### src/rtl/gm_pkg.sv
package gm_pkg;
  typedef enum logic [2:0] {
    G_AND  = 3'd0,
    G_OR   = 3'd1,
    G_XOR  = 3'd2,
    G_NOT  = 3'd3,
    G_WIRE = 3'd4
  } gate_e;

  // codes 4..7 are all pass-through
  function automatic logic is_wire(logic [2:0] kind);
    return kind[2];
  endfunction
endpackage

### src/rtl/gm_cell.sv
module gm_cell
  import gm_pkg::*;
#(
  parameter int ROWS = 4,
  parameter int SELW = 2
) (
  input  logic [ROWS-1:0] col_i,
  input  logic [SELW-1:0] sel_a_i,
  input  logic [SELW-1:0] sel_b_i,
  input  logic [2:0]      kind_i,
  output logic            y_o
);
  logic a, b;

  always_comb begin
    a = (int'(sel_a_i) < ROWS) ? col_i[sel_a_i] : 1'b0;
    b = (int'(sel_b_i) < ROWS) ? col_i[sel_b_i] : 1'b0;
    case (kind_i)
      G_AND:   y_o = a & b;
      G_OR:    y_o = a | b;
      G_XOR:   y_o = a ^ b;
      G_NOT:   y_o = ~a;
      default: y_o = a;
    endcase
  end
endmodule

### src/rtl/gm_column.sv
module gm_column #(
  parameter int ROWS  = 4,
  parameter int SELW  = 2,
  parameter int CELLW = 2 * SELW + 3
) (
  input  logic [ROWS-1:0]       col_i,
  input  logic [ROWS*CELLW-1:0] cfg_i,
  output logic [ROWS-1:0]       col_o
);
  for (genvar r = 0; r < ROWS; r++) begin : g_row
    logic [CELLW-1:0] c;
    assign c = cfg_i[r*CELLW +: CELLW];
    gm_cell #(.ROWS(ROWS), .SELW(SELW)) u_cell (
      .col_i  (col_i),
      .sel_a_i(c[CELLW-1 -: SELW]),
      .sel_b_i(c[CELLW-1-SELW -: SELW]),
      .kind_i (c[2:0]),
      .y_o    (col_o[r])
    );
  end
endmodule

### src/rtl/gm_fitness_eval.sv
module gm_fitness_eval
  import gm_pkg::*;
#(
  parameter int NIN  = 4,
  parameter int NOUT = 3,
  parameter int ROWS = 4,
  parameter int COLS = 4,
  localparam int SELW  = (ROWS > 1) ? $clog2(ROWS) : 1,
  localparam int CELLW = 2 * SELW + 3,
  localparam int NCELL = ROWS * COLS,
  localparam int CIDXW = (NCELL > 1) ? $clog2(NCELL) : 1,
  localparam int NCOMB = 1 << NIN,
  localparam int MAXSC = NCOMB * NOUT,
  localparam int FITW  = $clog2(MAXSC + NCELL + 1)
) (
  input  logic             clk_i,
  input  logic             rst_ni,
  input  logic             start_i,
  input  logic             cell_we_i,
  input  logic [CIDXW-1:0] cell_idx_i,
  input  logic [CELLW-1:0] cell_cfg_i,
  input  logic             tt_we_i,
  input  logic [NIN-1:0]   tt_idx_i,
  input  logic [NOUT-1:0]  tt_row_i,
  output logic             done_o,
  output logic [FITW-1:0]  fitness_o
);
  localparam int COLW = (COLS > 1) ? $clog2(COLS) : 1;
  localparam int SCW  = $clog2(MAXSC + 1);
  localparam int MW   = $clog2(NOUT + 1);
  localparam int WCW  = $clog2(NCELL + 1);

  logic [CELLW-1:0] cfg_q [NCELL];
  logic [NOUT-1:0]  tt_q  [NCOMB];

  logic             busy_q, done_q;
  logic [NIN-1:0]   comb_q;
  logic [COLW-1:0]  col_q;
  logic [ROWS-1:0]  val_q;
  logic [SCW-1:0]   score_q;
  logic [FITW-1:0]  fit_q;

  logic [ROWS-1:0]       pin_w, col_in_w, col_out_w;
  logic [ROWS*CELLW-1:0] col_cfg_w;
  logic [MW-1:0]         match_cnt;
  logic [WCW-1:0]        wire_cnt;
  logic [SCW-1:0]        score_nx;
  logic [FITW-1:0]       fit_nx;
  logic                  last_col, last_comb;

  // configuration and target stores, writable only while idle
  always_ff @(posedge clk_i or negedge rst_ni) begin
    if (!rst_ni) begin
      for (int i = 0; i < NCELL; i++) cfg_q[i] <= '0;
      for (int i = 0; i < NCOMB; i++) tt_q[i] <= '0;
    end else if (!busy_q) begin
      if (cell_we_i && int'(cell_idx_i) < NCELL) cfg_q[cell_idx_i] <= cell_cfg_i;
      if (tt_we_i) tt_q[tt_idx_i] <= tt_row_i;
    end
  end

  // primary inputs padded with zeros up to ROWS
  for (genvar r = 0; r < ROWS; r++) begin : g_pin
    if (r < NIN) begin : g_in
      assign pin_w[r] = comb_q[r];
    end else begin : g_zero
      assign pin_w[r] = 1'b0;
    end
  end

  assign col_in_w = (col_q == '0) ? pin_w : val_q;

  always_comb begin
    for (int r = 0; r < ROWS; r++)
      col_cfg_w[r*CELLW +: CELLW] = cfg_q[int'(col_q) * ROWS + r];
  end

  gm_column #(.ROWS(ROWS), .SELW(SELW), .CELLW(CELLW)) u_column (
    .col_i(col_in_w),
    .cfg_i(col_cfg_w),
    .col_o(col_out_w)
  );

  always_comb begin
    match_cnt = '0;
    for (int o = 0; o < NOUT; o++)
      match_cnt = match_cnt + MW'(col_out_w[o] == tt_q[comb_q][o]);
  end

  always_comb begin
    wire_cnt = '0;
    for (int i = 0; i < NCELL; i++)
      wire_cnt = wire_cnt + WCW'(is_wire(cfg_q[i][2:0]));
  end

  assign score_nx  = score_q + SCW'(match_cnt);
  assign fit_nx    = (score_nx == SCW'(MAXSC)) ? FITW'(MAXSC) + FITW'(wire_cnt)
                                               : FITW'(score_nx);
  assign last_col  = (int'(col_q) == COLS - 1);
  assign last_comb = (comb_q == '1);

  always_ff @(posedge clk_i or negedge rst_ni) begin
    if (!rst_ni) begin
      busy_q  <= 1'b0;
      done_q  <= 1'b0;
      comb_q  <= '0;
      col_q   <= '0;
      val_q   <= '0;
      score_q <= '0;
      fit_q   <= '0;
    end else begin
      done_q <= 1'b0;
      if (!busy_q) begin
        if (start_i) begin
          busy_q  <= 1'b1;
          comb_q  <= '0;
          col_q   <= '0;
          score_q <= '0;
        end
      end else begin
        val_q <= col_out_w;
        if (last_col) begin
          col_q   <= '0;
          score_q <= score_nx;
          if (last_comb) begin
            busy_q <= 1'b0;
            done_q <= 1'b1;
            fit_q  <= fit_nx;
          end else begin
            comb_q <= comb_q + 1'b1;
          end
        end else begin
          col_q <= col_q + 1'b1;
        end
      end
    end
  end

  assign done_o    = done_q;
  assign fitness_o = fit_q;
endmodule

### config.mk
export PLATFORM = sky130hd
export DESIGN_NAME = gm_fitness_eval
export DESIGN_NICKNAME = d
export VERILOG_FILES = /design/src/rtl/gm_pkg.sv /design/src/rtl/gm_cell.sv /design/src/rtl/gm_column.sv /design/src/rtl/gm_fitness_eval.sv
export SDC_FILE = /design/constraint.sdc
export NUM_CORES = 1
export LEC_CHECK = 0
export BUFFER_PORTS_ARGS = -buffer_cell sky130_fd_sc_hd__buf_2
export CORE_ASPECT_RATIO = 0.6
export CORE_MARGIN = 3
export CORE_UTILIZATION = 29
export DETAILED_ROUTE_END_ITERATION = 10
export MAX_ROUTING_LAYER = met4
export PLACE_DENSITY = 0.42
export SYNTH_ARGS = -nofsm -noshare
export SYNTH_HDL_FRONTEND = slang
export SYNTH_SLANG_ARGS = --single-unit
### constraint.sdc
create_clock -name clk_i -period 7.15 [get_ports clk_i]
set_input_delay 0.715 -clock clk_i [delete_from_list [all_inputs] [get_ports clk_i]]
set_output_delay 0.715 -clock clk_i [all_outputs]
set_load 0.05 [all_outputs]
==> results of run 1 <==
==> stage by stage <==
stage	instance area (sq um)	utilization, %	power [mW]
2_1_floorplan	9450	-	2.14
3_3_place_gp	10000	31.6	2.43
3_5_place_dp	10000	31.6	2.46
4_1_cts	10600	33.5	3.48
5_1_grt	10600	33.5	3.66
6_report	10600	33.5	3.42
==> power groups by stage <==
stage / logic, mW / registers (mW) / clock network (mW)
CTS: 1.15 / 1.29 / 1.03
global route: 1.28 / 1.31 / 1.07
global placement: 1.12 / 1.31 / 0
floorplan: 0.853 / 1.29 / 0
detailed placement: 1.15 / 1.31 / 0
finish: 1.14 / 1.29 / 0.999
==> synthesized netlist by cell type (3+ instances only) <==
master and count:
o21ai_0 16, nor2_1 16, o31ai_1 4, xnor2_1 3
nor2b_1 15, mux4_2 37, a211o_1 3, nand4_1 3
and3_1 5, nand2_1 47, inv_1 35, buf_6 4
mux4_1 8, dfrtp_1 185, fa_1 12, a31oi_1 6
a21oi_1 11, ha_1 16, clkbuf_1 24, mux2i_1 18
nor3_1 4, nand3_1 10, mux2_2 166, xor2_1 5
nand2b_1 3
==> sequential cells by signal, indices dropped and copies added, names as in the netlist <==
register / cells
fitness_o: 7
comb_q: 4
busy_q: 1
tt_q: 48
cfg_q: 112
score_q: 6
val_q: 4
col_q: 2
done_o: 1
==> routing by layer <==
metal | track usage [%] | up-vias | part of all wire, %
li1 | - | 2565 | -
met5 | - | - | 0
met2 | 19.1 | 78 | 40
met1 | 23.3 | 3025 | 56
met3 | 3.35 | 22 | 3.0
met4 | 4.29 | 0 | 1.3
==> area by class of cell <==
cell class	instances	area, sq um	share of cell area, %
Clock buffer	24	462	4.35
Clock inverter	8	144	1.36
Inverter	35	131	1.24
Multi-Input combinational cell	435	4530	42.6
Sequential cell	185	4630	43.6
Tap cell	416	520	4.90
Timing Repair Buffer	36	201	1.90
==> worst min-delay path by stage <==
stage / from / to / slack [ps] / cells after the start
floorplan: rst_ni / busy_q / 420 / 0
global placement: fitness_o[2] / fitness_o[2] / 460 / 2
detailed placement: fitness_o[0] / fitness_o[0] / 470 / 2
CTS: rst_ni / fitness_o[3] / 320 / 1
global route: rst_ni / fitness_o[6] / 360 / 1
finish: rst_ni / fitness_o[3] / 290 / 1
==> logic make-up after synthesis <==
family	count (synthesis)	synth area share [%]
AND/OR/NAND/NOR	113	5.80
XOR/XNOR	8	0.741
buffers and inverters	68	3.12
multiplexers	229	32.7
adder cells (fa/ha/maj)	28	4.66
AO/OA/AOI/OAI	57	3.97
flip-flops	185	49.0
==> results.ini, run 1 <==
[synthesis]
syn_inst = 688
synth_top_area_share_pct = 49.0
synth.avg_cell_area_sq_um = 13.7
synth.area.top_cells = dfrtp_1 49%, mux2_2 20%, mux4_2 8.8%
ys.flop_type = dfrtp_1
synth_area_sq_um = 9450
ys_async_sr_fraction_pct = 100
synth_area_leader_cell = dfrtp_1
synth-seq-cells = 185
seq_area_frac_synth_pct = 49.0
synth_enable_flop_cells = 0
syn_nets = 739
ys_warn_count = 0
ys_types = 49

[timing]
final.min_clock_period_ps = 6020
setup_violations = 0
relSlewSlack_pct = 17.5
grt_setup_unrepaired = no
max_freq_mhz = 166
min_period_over_period_pct = 84.2
final.setup.tns_ps = 0
finalHoldViolCount = 0
finalClockSkew_ps = 11.7
whs_ps = 288
worst_slack_ps = 1130
worstMarginPinSlew_ps = 1240
drv_slew = 0

[setup_path]
crit_fanout = 23
worst-path-stages = 21
slowest_stage = dfrtp_2
worst-setup-path-type = flip-flop to flip-flop
cpPeakStageDelay_ps = 840
worst_setup_path_end_kind = flip-flop
crit_end = fitness_o[5]
rrSetupSlack_ps = 1130
cp_top_family = adder cells
rr_worst_depth = 21
r2r_end = fitness_o[5]
worstPathCellList = inv_1, ha_1, mux2i_1, mux2i_1, mux2_2, inv_1, ha_1, nor3_1, a311oi_1, a32oi_1, xor2_1, fa_1, inv_1, ha_1, fa_1, nor2_1, o21ai_0, a2111oi_0, o32ai_1, nor4_1, a21oi_1
critPathBufInv = 3
startpoint = col_q[0]
cp_data_arrival_time_ps = 6340
r2r_start = col_q[0]
critical_path_required_ps = 7470
cp-start-kind = flip-flop

[detailed_routing]
vias = 5690
drc = 0
wire_per_inst_microns = 21.1
postRouteAntennaNets = 0
dr.pass1.iters = 5
routed_wirelength_mm = 24.0
first_iter_violations = 385
avgViaCountPerCell = 5.00

[clock_tree]
path_clk_slew_ps = 70
cts_resized = 0
cts_root_buf = clkbuf_16
cts_tree = done
clock_latency_ps = 450
cts_hold_buf = 0
htree_levels = 4
cts.path.max_buffers = 2
post_cts_buffers = 0
cts_sinks = 185
cts_buffers = 17

[place]
dp.cells = 1107
hpwlAfterDp_mm = 17.3
port_buffers = 30
place_congestion = 0.824
post-place-ws_ps = 1090

[pwr]
switching_share_pct = 34.4
p_comb_share_pct = 33.2
sequentialPowerShare_pct = 37.6
power_leakage_nw = 5.00
internal_power_mw = 2.25
power_density_nw_per_um2 = 323
power_frac_clock_pct = 29.2
p_switching_mw = 1.18
vdd_drop_max_mv = 0.209

[finish]
fillers = 3059
area_growth_pct = 12.3
most-common-layout-cells = 184 x dfrtp_1, 166 x mux2_2, 47 x nand2_1
fin_nets = 761
drive_above_1_share_pct = 37.2
insertedDiodeCount = 0
post_layout_nonfiller_instances = 1139
final_common_cell = dfrtp_1

[die]
die_h_microns = 146
io_pins = 31
coreArea_sq_um = 31700
fp-row-count = 50
die_area_sq_um = 34900
die_w_microns = 239
initial_core_util_pct = 29.9

[min_path]
min_path_type = input pin to async pin

[global_route]
grt_start_max_net_pins = 78
grt_pass1_wl_mm = 37.7
globalRoute.totalOverflow = 0
antenna_found_initial = 0
grtUsageTotal_pct = 15.0
grt_pass1_vias = 5937

[run_status]
outcome = finished, final reports clean

[flow_run]
cap_violations = 0

Power figures use the tool's default switching activity.
==> inputs of run 2 (changes only) <==
--- a/config.mk
+++ b/config.mk
@@ -11,7 +11,7 @@
 export CORE_UTILIZATION = 29
 export DETAILED_ROUTE_END_ITERATION = 10
 export MAX_ROUTING_LAYER = met4
-export PLACE_DENSITY = 0.42
+export PLACE_DENSITY = 0.44
 export SYNTH_ARGS = -nofsm -noshare
 export SYNTH_HDL_FRONTEND = slang
 export SYNTH_SLANG_ARGS = --single-unit
==> constraint.sdc (replaced) <==
create_clock -name clk_i -period 5.5 [get_ports clk_i]
set_input_delay 0.55 -clock clk_i [delete_from_list [all_inputs] [get_ports clk_i]]
set_output_delay 0.55 -clock clk_i [all_outputs]
set_load 0.05 [all_outputs]
==> run 2 against run 1 <==
  * Critical path depth down 3
  * Worst hold slack lost 100 ps
  * Largest cell class unchanged
  * Sequential power grew 27%
  * Clock-buffer cell count fell by 4
  * First-iteration DRC count rose by 8.6%
==> results.ini, run 2 (synthesis gave the netlist of run 1 again) <==
[detailed_routing]
dr.pass1.iters = 5  ; unchanged
drc = 0  ; unchanged
postRouteAntennaNets = 0  ; unchanged
first_iter_violations = 418  ; +8.6%
vias = 5771  ; +1.4%
avgViaCountPerCell = 4.99  ; -0.15%
routed_wirelength_mm = 24.2  ; +0.85%
wire_per_inst_microns = 20.9  ; -0.72%

[finish]
fin_nets = 778  ; +2.2%
largest_reg_flops = 112  ; unchanged
top_register = cfg_q
final_util_pct = 34.1  ; +0.53 points
final_common_cell = dfrtp_1
area_growth_pct = 14.1
most-common-layout-cells = 184 x dfrtp_1, 166 x mux2_2, 47 x nand2_1
drive_above_1_share_pct = 40.1  ; +2.9 points

[clock_tree]
clock_latency_ps = 450  ; about the same
cts.path.max_buffers = 2  ; unchanged
htree_levels = 4  ; unchanged
cts_buffers = 17  ; unchanged
cts_root_buf = clkbuf_16
cts_sinks = 185  ; unchanged
cts_tree = done
path_clk_slew_ps = 70  ; about the same
cts_hold_buf = 0  ; unchanged

[global_route]
antenna_found_initial = 0  ; unchanged
grtUsageTotal_pct = 15.1  ; +0.064 points
globalRoute.totalOverflow = 0  ; unchanged
grt_start_max_net_pins = 90  ; +15%
grt_pass1_vias = 6173  ; +4.0%
grt_pass1_wl_mm = 37.8  ; +0.44%

[setup_path]
cp-start-kind = flip-flop
worst_setup_path_end_kind = flip-flop
critical_path_required_ps = 5830  ; -1640 ps
rrSetupSlack_ps = 390  ; -740 ps
crit_fanout = 10  ; -57%
cp_data_arrival_time_ps = 5440  ; -900 ps
rr_worst_depth = 18  ; -14%
r2r_end = fitness_o[5]
r2r_start = col_q[0]
worst-setup-path-type = flip-flop to flip-flop

[die]
coreArea_sq_um = 31700  ; unchanged
io_pins = 31  ; unchanged
die_area_sq_um = 34900  ; unchanged
die_h_microns = 146  ; unchanged
initial_core_util_pct = 29.9  ; unchanged
fp-row-count = 50  ; unchanged
die_w_microns = 239  ; unchanged

[timing]
drv_slew = 0  ; unchanged
grt_setup_unrepaired = no
min_period_over_period_pct = 93.0  ; +8.8 points
worst_slack_ps = 387  ; -744 ps
final.min_clock_period_ps = 5110  ; -906 ps
worstMarginPinSlew_ps = 995  ; -240 ps
setup_violations = 0  ; unchanged
final.setup.tns_ps = 0  ; unchanged
finalClockSkew_ps = 13.1  ; +1.42 ps
relSlewSlack_pct = 33.5  ; +16 points
finalHoldViolCount = 0  ; unchanged
max_freq_mhz = 196  ; +18%

[place]
port_buffers = 30  ; unchanged
hpwlAfterDp_mm = 17.5  ; +0.93%
place_congestion = 0.810  ; -1.8%
post-place-ws_ps = 109  ; -980 ps

[flow_run]
cap_violations = 0  ; unchanged

[min_path]
min_path_type = input pin to async pin

[pwr]
power_density_nw_per_um2 = 423  ; +31%
total_power_mw = 4.57  ; +33%
power_leakage_nw = 5.06  ; +1.3%
vdd_drop_max_mv = 0.242  ; +15%

[run_status]
outcome = finished, final reports clean

[run 2: cell types whose count changed in the layout (fill, tap and decap cells not counted), moves of 2 or more]
cell,before,now
bufinv_16,4,2
mux2i_1,18,14
clkbuf_1,6,2
clkinvlp_4,0,2
mux2i_2,0,3
buf_4,6,21
inv_6,0,4
[run 2: timing repair]
item	CTS	global route
endpoints found under the hold margin	0	0
setup endpoints to repair	0	2
resized for setup	0	9
buffers inserted	0	5
[run 2: per-stage QoR]
step,hold slack (ps),area [sq um],cells
2_1_floorplan,254,9450,688
3_3_place_gp,460,10100,1119
3_5_place_dp,467,10100,1119
4_1_cts,215,10700,1151
5_1_grt,231,10800,1156
6_report,186,10800,1157
[run 2: worst max-delay path, cell delays in order, from the launching register on]
cell and delay [ps]:
dfrtp_2 400, buf_4 150, buf_12 160, mux4_1 600, mux4_2 360, ha_1 240, a211o_1 270, a32oi_2 250
xor2_1 220, fa_1 440, inv_1 70, ha_1 190, fa_2 270, nand3_1 120, or2_2 330, a2111oi_4 380
o32ai_1 120, nor4_1 300, a21oi_1 110
[run 2: final cells by class]
type	count	area [sq um]
Antenna cell	1	2.50
Clock buffer	20	447
Clock inverter	12	140
Fill cell	3063	20900
Inverter	35	131
Multi-Input combinational cell	435	4570
Sequential cell	185	4630
Tap cell	416	520
Timing Repair Buffer	53	339
[run 2: how the worst max path moves through the flow]
stage	slack (ps)	endpoint	cells after the start	start
detailed placement	110	fitness_o[5]	17	col_q[0]
floorplan	40	fitness_o[5]	23	col_q[0]
finish	390	fitness_o[5]	18	col_q[0]
CTS	90	fitness_o[5]	17	col_q[0]
global route	30	fitness_o[5]	17	col_q[0]
global placement	290	fitness_o[5]	19	col_q[0]
[run 2: routing by layer]
layer  GRT usage [%]  routed length, microns
met5               -                       0
met4            2.69                     159
met3            3.73                     931
met2            20.8                   10200
met1            22.5                   12900
[run 2: report_power, final]
part | switching [mW] | leakage (nW) | internal, mW
combinational | 0.942 | 2.25 | 0.739
clock | 0.558 | 0.284 | 0.689
sequential | 0.125 | 2.53 | 1.51
total | 1.63 | 5.06 | 2.94
